**src/rtl/audio_rate_gen_pkg.sv**
```systemverilog
package audio_rate_gen_pkg;
  // width of the stored prescale value
  localparam int PS_W = 4;
  // fixed first-stage divide is 2**PRE_W
  localparam int PRE_W = 8;
  // legacy periods in ticks of the 25.175 MHz source
  localparam int LEG_PERIOD_SLOW = 2011;
  localparam int LEG_PERIOD_MID  = 1006;
  localparam int LEG_PERIOD_FAST = 503;
  localparam int LEG_W = $clog2(LEG_PERIOD_SLOW + 1);

  typedef struct packed {
    logic             srcTick;   // counted tick this cycle
    logic             clrCnt;    // restart all counters
    logic             legacyOn;  // legacy divider in use
    logic [PS_W-1:0]  divN;      // second-stage terminal value
    logic [LEG_W-1:0] legLast;   // legacy terminal count
  } ctrl_t;

  function automatic logic [LEG_W-1:0] legacyLast(input logic [1:0] code);
    case (code)
      2'b01:   legacyLast = LEG_W'(LEG_PERIOD_SLOW - 1);
      2'b10:   legacyLast = LEG_W'(LEG_PERIOD_MID - 1);
      2'b11:   legacyLast = LEG_W'(LEG_PERIOD_FAST - 1);
      default: legacyLast = '0;
    endcase
  endfunction
endpackage

```
**src/rtl/audio_rate_gen_ctrl.sv**
```systemverilog
module audio_rate_gen_ctrl
  import audio_rate_gen_pkg::*;
#(
  parameter logic [PS_W-1:0] RESET_PRESCALE = PS_W'(1)
) (
  input  logic            clk,
  input  logic            rst_n,
  input  logic            tickInt25,
  input  logic            tickExt,
  input  logic            tickInt32,
  input  logic [1:0]      srcSel,
  input  logic            prescaleWe,
  input  logic [PS_W-1:0] prescaleNib,
  input  logic [1:0]      legacyRate,
  output ctrl_t           ctrl,
  output logic            legacyMode,
  output logic            muteFlag
);
  logic [PS_W-1:0] psQ;
  logic [1:0]      srcQ;
  logic [1:0]      rateQ;
  logic            psChange;
  logic            cfgChange;
  logic            isLegacy;
  logic            selTick;

  assign psChange  = prescaleWe && (prescaleNib != psQ);
  assign cfgChange = psChange || (srcSel != srcQ) || (legacyRate != rateQ);
  assign isLegacy  = (psQ == '0);

  always_ff @(posedge clk) begin
    if (!rst_n) begin
      psQ   <= RESET_PRESCALE;
      srcQ  <= 2'b00;
      rateQ <= 2'b00;
    end else begin
      if (prescaleWe) psQ <= prescaleNib;
      srcQ  <= srcSel;
      rateQ <= legacyRate;
    end
  end

  // tick routing: legacy always runs from the 25.175 MHz source
  always_comb begin
    if (isLegacy) begin
      selTick = tickInt25 && (rateQ != 2'b00);
    end else begin
      case (srcQ)
        2'b00:   selTick = tickInt25;
        2'b01:   selTick = tickExt;
        2'b10:   selTick = tickInt32;
        default: selTick = 1'b0;
      endcase
    end
  end

  always_comb begin
    ctrl.srcTick  = selTick;
    ctrl.clrCnt   = cfgChange;
    ctrl.legacyOn = isLegacy;
    ctrl.divN     = psQ;
    ctrl.legLast  = legacyLast(rateQ);
  end

  assign legacyMode = isLegacy;
  assign muteFlag   = isLegacy && (rateQ == 2'b00);
endmodule

```
**src/rtl/audio_rate_gen_dp.sv**
```systemverilog
module audio_rate_gen_dp
  import audio_rate_gen_pkg::*;
(
  input  logic  clk,
  input  logic  rst_n,
  input  ctrl_t ctrl,
  output logic  sampleStrobe
);
  logic [PRE_W-1:0] preCnt;
  logic [PS_W-1:0]  divCnt;
  logic [LEG_W-1:0] legCnt;
  logic             preCarry;
  logic             divDone;
  logic             legDone;

  assign preCarry = ctrl.srcTick && !ctrl.legacyOn && (preCnt == '1);
  assign divDone  = preCarry && (divCnt == ctrl.divN);
  assign legDone  = ctrl.srcTick && ctrl.legacyOn && (legCnt == ctrl.legLast);

  always_ff @(posedge clk) begin
    if (!rst_n || ctrl.clrCnt) begin
      preCnt       <= '0;
      divCnt       <= '0;
      legCnt       <= '0;
      sampleStrobe <= 1'b0;
    end else begin
      sampleStrobe <= divDone || legDone;
      if (ctrl.srcTick && !ctrl.legacyOn) begin
        preCnt <= preCnt + PRE_W'(1);
        if (preCarry) divCnt <= divDone ? '0 : divCnt + PS_W'(1);
      end
      if (ctrl.srcTick && ctrl.legacyOn) begin
        legCnt <= legDone ? '0 : legCnt + LEG_W'(1);
      end
    end
  end
endmodule

```
**src/rtl/audio_rate_gen.sv**
```systemverilog
module audio_rate_gen
  import audio_rate_gen_pkg::*;
#(
  parameter logic [PS_W-1:0] RESET_PRESCALE = PS_W'(1)
) (
  input  logic       clk,
  input  logic       rst_n,
  input  logic       tickInt25,
  input  logic       tickExt,
  input  logic       tickInt32,
  input  logic [1:0] srcSel,
  input  logic       prescaleWe,
  input  logic [7:0] prescaleData,
  input  logic [1:0] legacyRate,
  output logic       sampleStrobe,
  output logic       legacyMode,
  output logic       muteFlag
);
  ctrl_t ctrlBus;
  logic  unusedHiNibble;

  // the upper nibble of the prescale byte is dropped on purpose
  assign unusedHiNibble = ^prescaleData[7:PS_W];

  audio_rate_gen_ctrl #(.RESET_PRESCALE(RESET_PRESCALE)) u_ctrl (
    .clk        (clk),
    .rst_n      (rst_n),
    .tickInt25  (tickInt25),
    .tickExt    (tickExt),
    .tickInt32  (tickInt32),
    .srcSel     (srcSel),
    .prescaleWe (prescaleWe),
    .prescaleNib(prescaleData[PS_W-1:0]),
    .legacyRate (legacyRate),
    .ctrl       (ctrlBus),
    .legacyMode (legacyMode),
    .muteFlag   (muteFlag)
  );

  audio_rate_gen_dp u_dp (
    .clk         (clk),
    .rst_n       (rst_n),
    .ctrl        (ctrlBus),
    .sampleStrobe(sampleStrobe)
  );
endmodule

```
**config.mk**
```make
export PLATFORM = sky130hd
export DESIGN_NAME = audio_rate_gen
export DESIGN_NICKNAME = d
export VERILOG_FILES = /design/src/rtl/audio_rate_gen_pkg.sv /design/src/rtl/audio_rate_gen_ctrl.sv /design/src/rtl/audio_rate_gen_dp.sv /design/src/rtl/audio_rate_gen.sv
export SDC_FILE = /design/constraint.sdc
export NUM_CORES = 1
export LEC_CHECK = 0
export BUFFER_PORTS_ARGS = -buffer_cell sky130_fd_sc_hd__buf_2
export CORE_MARGIN = 2
export CORE_UTILIZATION = 30
export CTS_CLUSTER_DIAMETER = 30
export DETAILED_ROUTE_END_ITERATION = 10
export SETUP_SLACK_MARGIN = 0.4
export SYNTH_ARGS = -nofsm -noshare
export SYNTH_HDL_FRONTEND = slang
export SYNTH_SLANG_ARGS = --single-unit
```
**constraint.sdc**
```tcl
create_clock -name clk -period 2.3 [get_ports clk]
set_input_delay 0.345 -clock clk [delete_from_list [all_inputs] [get_ports clk]]
set_output_delay 0.345 -clock clk [all_outputs]
set_load 0.01 [all_outputs]
```
==> results of run 1 <==
==> critical path, cell delays in order, from the launching register on <==
cell	delay, ns
dfxtp_4	0.38
inv_1	0.06
ha_2	0.20
or4_4	0.50
a22oi_2	0.21
nand4_1	0.15
buf_4	0.17
a21oi_1	0.14
==> cells by family after synthesis <==
family / Yosys count
buffers and inverters: 8
adders and majority gates: 7
xor gates and xnor gates: 25
AOI/OAI and AO/OA: 24
muxes: 4
DFF: 32
and+or+nand+nor: 100
==> registers in the layout, summed over array words and instances, names as in the netlist <==
| register | flops |
|---|---|
| u_dp.legCnt | 11 |
| u_dp.preCnt | 8 |
| u_ctrl.psQ | 4 |
| u_dp.divCnt | 4 |
| u_ctrl.rateQ | 2 |
| u_ctrl.srcQ | 2 |
| u_dp.sampleStrobe | 1 |
==> stage by stage <==
stage | setup slack (ns) | cells
finish | 0.402 | 292
detailed placement | 0.203 | 283
floorplan | 0.427 | 200
global route | 0.314 | 292
global placement | 0.225 | 283
CTS | 0.411 | 291
==> path summary, 6_finish.rpt <==
check / to / slack [ns] / startpoint / cells past startpoint
max reg2reg: u_dp.sampleStrobe$_SDFF_PP0_ / 0.40 / u_ctrl.rateQ[0]$_SDFF_PN0_ / 7
max: u_dp.sampleStrobe$_SDFF_PP0_ / 0.40 / u_ctrl.rateQ[0]$_SDFF_PN0_ / 7
min: u_ctrl.srcQ[1]$_SDFF_PN0_ / 0.28 / srcSel[1] / 2
min reg2reg: u_dp.preCnt[1]$_SDFFE_PP0P_ / 0.47 / u_dp.preCnt[1]$_SDFFE_PP0P_ / 2
==> cell usage in the layout, fill, tap and decap left out, types with 2 or more instances in the layout <==
cell type,instances
a21oi_1,7
xor2_1,19
nor2_1,19
nand2b_1,2
o21ai_0,4
clkbuf_8,6
nand4_1,8
nand2_1,16
buf_2,16
nand3_1,12
or3_1,4
a31oi_1,3
nor4_2,4
buf_4,2
nand3_2,2
mux2i_1,4
and3_1,3
nor3_1,4
dfxtp_1,31
and2_1,5
nor4_1,5
clkinv_2,2
inv_1,2
ha_1,6
xnor2_1,6
nor2b_1,6
==> layout make-up <==
| type | instances | share of cell area [%] |
|---|---|---|
| multi-input cells | 160 | 54.4 |
| flip-flops and latches | 32 | 31.6 |
| repair buffers | 18 | 4.66 |
| well taps | 72 | 4.42 |
| clock buffers | 6 | 4.05 |
| clock inverters | 2 | 0.491 |
| inverters | 2 | 0.368 |
==> what timing repair did <==
action	CTS	global route
setup endpoints to repair	12	14
setup buffers	0	1
pin swaps	2	1
gates resized for setup	5	7
==> power by group through the flow <==
stage / clock network, W / logic [W] / registers (W)
after global placement: 0 / 0.0000928 / 0.000588
after global routing: 0.000490 / 0.000112 / 0.000576
after floorplan: 0 / 0.0000676 / 0.000585
after CTS: 0.000470 / 0.0000974 / 0.000574
after detailed placement: 0 / 0.0000943 / 0.000588
final: 0.000450 / 0.0000988 / 0.000575
==> per-layer routing <==
layer  vias up  wire, microns
li1        749              -
met1       664           1630
met2        19           1550
met3         7            124
met4         0             61
met5         -              0
==> impl_metrics.env, run 1 <==
export IMPL_synth_top_family_by_area="simple AND/OR/NAND/NOR gates"
export IMPL_synth_mux_area_share_pct=2.29
export IMPL_syn_inst=200
export IMPL_synthTopCellsByArea="dfxtp_1, xor2_1, ha_1"
export IMPL_switchingPower_w=0.000278
export IMPL_antenna_found_initial=0
export IMPL_port_buffers=16
export IMPL_grt_most_used_layer="met2"
export IMPL_synth_fa_ha_area_share_pct=5.01
export IMPL_die_y_microns=80.3
export IMPL_placed_area_sq_um=1890
export IMPL_synth_seq_cells=32
export IMPL_synthXorXnorAreaFrac_pct=12.5
export IMPL_finalNetCount=244
export IMPL_fin_crit_sh_pct=82.5
export IMPL_clk_pin_slew_worst_paths_ns=0.07
export IMPL_synth_nets=225
export IMPL_area_delta_synth_final_pct=16.8
export IMPL_syn_area_sq_um=1750
export IMPL_met1_usage_pct=14.4
export IMPL_synth_async_reset_ratio_pct=0
export IMPL_synth_distinct_cells=43
export IMPL_crit_required_ns=2.51
export IMPL_stdcell_area_sq_um=2040
export IMPL_synth_most_common_cell="dfxtp_1"
export IMPL_p_per_area_nw_per_um2=551
export IMPL_cp_arrival_ns=2.11
export IMPL_synth_simple_gate_area_share_pct=32.4
export IMPL_clkPwrFrac_pct=40.1
export IMPL_irDropWorstVdd_mv=0.434
export IMPL_synth_top_area_share_pct=36.7
export IMPL_die_area_sq_um=6450
export IMPL_synth_compound_area_share_pct=8.88
export IMPL_grt_overflow=0
export IMPL_synth_warnings=0
export IMPL_die_width_microns=80.3
export IMPL_p_int_w=0.000846
export IMPL_setup_viol=0
export IMPL_grt_pass1_wl_mm=5.99
export IMPL_start_util_pct=31.3
export IMPL_worst_pin_slew_ns=0.608
export IMPL_synth_edf_count=0
export IMPL_vias=1439
export IMPL_clk_insertion_delay_late_ns=0.29
export IMPL_grt_pass1_vias=1368
export IMPL_slew_limit_headroom_pct=59.1
export IMPL_vias_per_cell=4.93
export IMPL_leakagePower_nw=0.751
export IMPL_p_comb_share_pct=8.8
export IMPL_wl_per_cell_microns=11.5
export IMPL_drive_gt1_share_pct=20.9
export IMPL_first_pass_iters=4
export IMPL_grt_util_all_layers_pct=11.8
export IMPL_crit_path_end_kind="flop"
export IMPL_start_kind="flop"
export IMPL_multiInputGateArea_sq_um=1110
export IMPL_sw_frac_of_total_pct=24.7
export IMPL_rsz0062_at_grt="true"
export IMPL_place_hpwl_mm=2.40
export IMPL_cts_tree="built"
export IMPL_fill_cells=593
export IMPL_synthTopCellsByCount="dfxtp_1, nor2_1, xor2_1"
export IMPL_skew_ns=0.00770
export IMPL_slew_viol_final=0
export IMPL_clockRootBuffer="clkbuf_8"
export IMPL_fmax_mhz=527
export IMPL_hp_class="in2reg"
export IMPL_setup_tns_final_ns=0
export IMPL_seqCellArea_sq_um=644
export IMPL_yosysTopAreaCell="dfxtp_1"
export IMPL_holdBufCountCts=0
export IMPL_status="complete, no violations"
export IMPL_h_tree_depth=2
export IMPL_synth_ff_type="dfxtp_1"
export IMPL_power_share_sequential_pct=51.1
export IMPL_antenna_cells=0
export IMPL_place_congestion=0.748
export IMPL_rows=27
export IMPL_postSynthAreaPerCell_sq_um=8.73
export IMPL_synth_seq_area_share_pct=36.7
export IMPL_grt_use_met3_pct=3.71
export IMPL_grt_util_met2_pct=19.0
export IMPL_grt_max_degree=22
export IMPL_final_util_pct=36.6
export IMPL_core_sq_um=5570
export IMPL_crit_fanout=6
export IMPL_numClockSinks=32
export IMPL_cts_path_max_buffers=2
export IMPL_drtAntennaViolNets=0
export IMPL_routed_wl_mm=3.36
export IMPL_total_power_w=0.00112
export IMPL_drc_errors=0
export IMPL_hold_viol_final=0
export IMPL_cts_buffers=5
export IMPL_ios=21
export IMPL_hold_slack_ns=0.281
export IMPL_drt_iter0_markers=39
export IMPL_cap_violations=0
export IMPL_worst_setup_path_type="reg2reg"
export IMPL_period_needed_ns=1.90
Note: power is estimated with default switching activity, not from simulation.
==> run 2: changes to the inputs <==
- clock period: 2.3 -> 1.9 ns (I/O delays scaled with it)
==> run 2 against run 1 <==
  * Worst setup slack worse by 0.26 ns
  * Clock power up 33%
  * Worst hold slack got worse by 0.051 ns
==> impl_metrics.env, run 2 (synthesized netlist as in run 1, its figures left out) <==
export IMPL_status="complete, no violations"
export IMPL_top_regs="u_dp.legCnt: 11 flops, u_dp.preCnt: 8 flops"
export IMPL_crit_required_ns=2.08
export IMPL_routed_wl_mm=4.15
export IMPL_period_needed_ns=1.75
export IMPL_grt_max_degree=11
export IMPL_place_congestion=0.809
export IMPL_grt_pass1_wl_mm=6.73
export IMPL_cp_arrival_ns=1.93
export IMPL_dr_wl_met3_microns=96
export IMPL_fin_crit_sh_pct=92.3
export IMPL_largest_reg_flops=11
export IMPL_p_int_w=0.00110
export IMPL_grt_util_all_layers_pct=13.4
export IMPL_cap_violations=0
export IMPL_sw_frac_of_total_pct=25.1
export IMPL_wl_met2_mm=2.13
export IMPL_critPathMaxStageDelay_ns=0.49
export IMPL_ios=21
export IMPL_wl_per_cell_microns=13.2
export IMPL_area_delta_synth_final_pct=46.9
export IMPL_antenna_cells=0
export IMPL_worst_pin_slew_ns=0.428
export IMPL_start_kind="flop"
export IMPL_start_util_pct=31.3
export IMPL_final_common_cell="dfxtp_1"
export IMPL_setup_tns_final_ns=0
export IMPL_top_register="u_dp.legCnt"
export IMPL_setup_viol=0
export IMPL_hp_class="in2reg"
export IMPL_cts_buffers=5
export IMPL_p_comb_share_pct=12.4
export IMPL_numClockSinks=32
export IMPL_cp_cell_sequence="ha_4 -> or4_4 -> a22oi_2 -> nand4_1 -> nand2b_1 -> nor2_1"
export IMPL_place_ws_ns=0.0814
export IMPL_holdBufCountCts=0
export IMPL_die_area_sq_um=6450
export IMPL_power_share_sequential_pct=47.1
export IMPL_slew_viol_final=0
export IMPL_die_width_microns=80.3
export IMPL_fmax_mhz=570
export IMPL_slew_limit_headroom_pct=71.3
export IMPL_clk_pin_slew_worst_paths_ns=0.07
export IMPL_p_per_area_nw_per_um2=575
export IMPL_place_hpwl_mm=2.65
export IMPL_hold_slack_ns=0.230
export IMPL_core_sq_um=5570
export IMPL_clkPwrFrac_pct=40.5
export IMPL_cts_tree="built"
export IMPL_antenna_found_initial=0
export IMPL_crit_path_end_kind="flop"
export IMPL_rows=27
export IMPL_drtAntennaViolNets=0
export IMPL_hold_viol_final=0
export IMPL_switchingPower_w=0.000371
export IMPL_port_buffers=16
export IMPL_first_pass_iters=4
export IMPL_h_tree_depth=2
export IMPL_finalNetCount=267
export IMPL_crit_fanout=5
export IMPL_final_util_pct=46.0
export IMPL_grt_overflow=0
export IMPL_drc_errors=0
export IMPL_critPathSlowestCell="or4_4"
export IMPL_final_setup_worst_slack_ns=0.146
export IMPL_clockRootBuffer="clkbuf_8"
export IMPL_drt_iter0_markers=40
export IMPL_grt_pass1_vias=1426
export IMPL_wl_met1_mm=1.86
export IMPL_final_cell_mix="dfxtp_1, buf_4, nand2_1, xor2_1, buf_2"
export IMPL_cts_path_max_buffers=2
export IMPL_skew_ns=0.00694
export IMPL_worst_setup_path_type="reg2reg"
export IMPL_leakagePower_nw=0.955
export IMPL_clk_insertion_delay_late_ns=0.28
export IMPL_vias_per_cell=4.95
export IMPL_vias=1559
export IMPL_rsz0062_at_grt="true"
export IMPL_drive_gt1_share_pct=42.4
export IMPL_irDropWorstVdd_mv=0.534
export IMPL_die_y_microns=80.3
export IMPL_top_layer="met4"
[run 2: cell types whose count changed in the layout (fill, tap and decap cells not counted), sizes merged]
cell / before / now
buf: 18 / 40
clkbuf: 6 / 8
clkinv: 2 / 1
[run 2: worst paths after layout]
| kind | startpoint | to | slack [ns] | cells after the start |
|---|---|---|---|---|
| hold / removal | srcSel[1] | u_ctrl.srcQ[1]$_SDFF_PN0_ | 0.23 | 2 |
| setup / recovery | u_ctrl.rateQ[0]$_SDFF_PN0_ | u_dp.legCnt[9]$_SDFFE_PP0P_ | 0.15 | 6 |
| hold reg to reg | u_dp.preCnt[1]$_SDFFE_PP0P_ | u_dp.preCnt[1]$_SDFFE_PP0P_ | 0.49 | 2 |
| setup reg to reg | u_ctrl.rateQ[0]$_SDFF_PN0_ | u_dp.legCnt[9]$_SDFFE_PP0P_ | 0.15 | 6 |
[run 2: layer usage]
metal,vias up,GRT usage (%)
li1,801,-
met1,737,17.1
met2,14,21.9
met3,7,3.03
met4,0,5.08
met5,-,0
[run 2: metrics by stage]
stage	power, W	area (sq um)	instances
after floorplan	0.000801	1850	200
after global placement	0.000842	2050	289
after detailed placement	0.000845	2050	289
after global routing	0.00154	2570	315
after CTS	0.00147	2360	311
final	0.00148	2570	315
[run 2: cell type report]
type	count	area, sq um
clock inverters	1	5.00
clock buffers	7	97.6
repair buffers	41	333
fillers	532	3010
flip-flops and latches	32	666
inverters	2	10.0
multi-input cells	160	1370
well taps	72	90.1
[run 2: critical path, delay by kind of cell, from the launching register on]
kind | cells | cell delay [ns]
AOI/OAI and AO/OA | 1 | 0.22
adders and majority gates | 1 | 0.16
and+or+nand+nor | 4 | 0.90
DFF | 1 | 0.37
[run 2: power by group through the flow]
stage	registers [W]	clock network (W)	logic (W)
finish	0.000695	0.000597	0.000183
global route	0.000696	0.000646	0.000202
CTS	0.000695	0.000610	0.000165
detailed placement	0.000713	0	0.000132
global placement	0.000713	0	0.000129
floorplan	0.000710	0	0.0000908
[run 2: timing repair]
item,4_1_cts,5_1_grt
buffers inserted,13,3
endpoints found under the setup margin,26,26
resized for setup,17,39
gates cloned,1,1
pin swaps,11,13
==> run 3: changes to the inputs <==
--- a/constraint.sdc
+++ b/constraint.sdc
@@ -3,2 +3,2 @@
 set_output_delay 0.285 -clock clk [all_outputs]
-set_load 0.01 [all_outputs]
+set_load 0.1 [all_outputs]
==> run 3 against run 2 <==
  * Die area unchanged
  * Clock power is 8.7% higher
  * Worst setup slack got worse by 0.068 ns
  * Flip-flop and latch count unchanged
  * Sequential power about the same
  * Non-clock buffer count down 2
  * Register-to-register slack got worse by 0.07 ns
  * Clock-buffer cell count is 2 lower
==> impl_metrics.env, run 3 (synthesized netlist as in run 1, its figures left out) <==
export IMPL_setup_viol=0
export IMPL_antenna_found_initial=0
export IMPL_grt_overflow=0
export IMPL_fin_crit_sh_pct=95.9
export IMPL_holdBufCountCts=0
export IMPL_rsz0062_at_grt="true"
export IMPL_clk_insertion_delay_late_ns=0.29
export IMPL_grt_util_all_layers_pct=12.8
export IMPL_crit_buf_inv=1
export IMPL_cts_buffers=5
export IMPL_crit_path_end="u_dp.legCnt[10]$_SDFFE_PP0P_"
export IMPL_hp_class="in2reg"
export IMPL_port_buffers=16
export IMPL_die_area_sq_um=6450
export IMPL_period_needed_ns=1.82
export IMPL_grt_pass1_wl_mm=6.55
export IMPL_cp_depth=7
export IMPL_cts_tree="built"
export IMPL_p_int_w=0.00116
export IMPL_top_regs="u_dp.legCnt: 11 flops, u_dp.preCnt: 8 flops"
export IMPL_r2r_cells=7
export IMPL_crit_path_end_kind="flop"
export IMPL_power_share_sequential_pct=45.1
export IMPL_leakagePower_nw=0.946
export IMPL_reg2reg_setup_slack_ns=0.08
export IMPL_slew_viol_final=0
export IMPL_p_comb_share_pct=12.6
export IMPL_antenna_cells=0
export IMPL_worst_pin_slew_ns=0.489
export IMPL_core_sq_um=5570
export IMPL_final_util_pct=45.7
export IMPL_final_setup_worst_slack_ns=0.0783
export IMPL_setup_tns_final_ns=0
export IMPL_drt_iter0_markers=44
export IMPL_finalNetCount=265
export IMPL_fmax_mhz=549
export IMPL_clk_pin_slew_worst_paths_ns=0.06
export IMPL_p_per_area_nw_per_um2=603
export IMPL_start_util_pct=31.3
export IMPL_numClockSinks=32
export IMPL_grt_pass1_vias=1475
export IMPL_place_ws_ns=0.00137
export IMPL_cp_arrival_ns=1.99
export IMPL_cts_path_max_buffers=2
export IMPL_sw_frac_of_total_pct=24.6
export IMPL_critical_path_top_delay_family="simple AND/OR/NAND/NOR gates"
export IMPL_slew_limit_headroom_pct=67.6
export IMPL_area_delta_synth_final_pct=45.7
export IMPL_skew_ns=0.0109
export IMPL_grt_max_degree=22
export IMPL_placed_area_sq_um=2020
export IMPL_cp_cell_sequence="buf_6 -> ha_4 -> or4_4 -> a22oi_2 -> nand4_1 -> nand2b_1 -> nor2_1"
export IMPL_place_congestion=0.769
export IMPL_top_register="u_dp.legCnt"
export IMPL_clockRootBuffer="clkbuf_8"
export IMPL_cap_violations=0
export IMPL_final_common_cell="dfxtp_1"
export IMPL_final_cell_mix="dfxtp_1, nand2_1, xor2_1, buf_4, buf_2"
export IMPL_crit_fanout=4
export IMPL_crit_start="u_ctrl.rateQ[0]$_SDFF_PN0_"
export IMPL_hold_slack_ns=0.236
export IMPL_vias=1545
export IMPL_vias_per_cell=4.94
export IMPL_crit_required_ns=2.07
export IMPL_routed_wl_mm=4.10
export IMPL_first_pass_iters=4
export IMPL_drc_errors=0
export IMPL_switchingPower_w=0.000378
export IMPL_wl_per_cell_microns=13.1
export IMPL_hold_viol_final=0
export IMPL_irDropWorstVdd_mv=0.383
export IMPL_rows=27
export IMPL_die_y_microns=80.3
export IMPL_drive_gt1_share_pct=43.6
export IMPL_place_hpwl_mm=2.54
export IMPL_die_width_microns=80.3
export IMPL_h_tree_depth=2
export IMPL_largest_reg_flops=11
export IMPL_drtAntennaViolNets=0
export IMPL_stdcell_area_sq_um=2540
export IMPL_worst_setup_path_type="reg2reg"
export IMPL_timing_rr_start="u_ctrl.rateQ[0]$_SDFF_PN0_"
export IMPL_status="complete, no violations"
export IMPL_ios=21
export IMPL_start_kind="flop"
export IMPL_clkPwrFrac_pct=42.3
export IMPL_critPathMaxStageDelay_ns=0.49
export IMPL_reg2reg_to="u_dp.legCnt[10]$_SDFFE_PP0P_"
export IMPL_critPathSlowestCell="or4_4"
[run 3: metrics by stage]
| step | total power (W) | instances |
|---|---|---|
| finish | 0.00154 | 313 |
| global route | 0.00160 | 313 |
| CTS | 0.00152 | 305 |
| detailed placement | 0.000856 | 290 |
| global placement | 0.000854 | 290 |
| floorplan | 0.000807 | 200 |
[run 3: how the worst min path moves through the flow]
stage                                      from                          end  slack, ns  cells past startpoint
floorplan                                 rst_n   u_ctrl.psQ[0]$_SDFFE_PN1P_       0.35                      1
global placement    u_dp.preCnt[1]$_SDFFE_PP0P_  u_dp.preCnt[1]$_SDFFE_PP0P_       0.47                      2
detailed placement  u_dp.preCnt[1]$_SDFFE_PP0P_  u_dp.preCnt[1]$_SDFFE_PP0P_       0.47                      2
CTS                               legacyRate[1]   u_ctrl.rateQ[1]$_SDFF_PN0_       0.24                      2
global route                          srcSel[0]    u_ctrl.srcQ[0]$_SDFF_PN0_       0.24                      2
finish                                srcSel[0]    u_ctrl.srcQ[0]$_SDFF_PN0_       0.24                      2
[run 3: per-layer routing]
layer | GRT usage [%] | part of all wire [%] | vias up
met5 | 0 | 0 | -
met4 | 4.24 | 1.2 | 0
met3 | 3.26 | 2.7 | 5
met2 | 21.3 | 50 | 13
met1 | 15.9 | 46 | 734
li1 | - | - | 793
[run 3: cell type report]
class / instances / area (sq um)
fill: 537 / 3030
multi-input combinational: 160 / 1340
sequential: 32 / 667
timing repair buffer: 39 / 332
tap: 72 / 90.1
clock buffer: 5 / 68.8
clock inverter: 3 / 42.5
inverter: 2 / 7.51
[run 3: power by group through the flow]
| stage | logic (W) | registers, W | clock network, W |
|---|---|---|---|
| 2_1_floorplan | 0.0000977 | 0.000709 | 0 |
| 3_3_place_gp | 0.000144 | 0.000710 | 0 |
| 3_5_place_dp | 0.000145 | 0.000710 | 0 |
| 4_1_cts | 0.000172 | 0.000694 | 0.000659 |
| 5_1_grt | 0.000211 | 0.000695 | 0.000696 |
| 6_report | 0.000194 | 0.000693 | 0.000649 |
[run 3: worst reg2reg max path, delay by kind of cell (launching register included)]
family	cells	cell delay, ns
fa+ha+maj	1	0.15
compound gates	1	0.22
flops	1	0.32
buf+inv	1	0.12
simple gates	4	0.91
[run 3: repair_timing]
item,in CTS,in global routing
buffers inserted,7,6
resized for setup,35,31
setup endpoints to repair,25,26
hold endpoints to repair,0,0
cloned,0,2
pin swaps,26,19
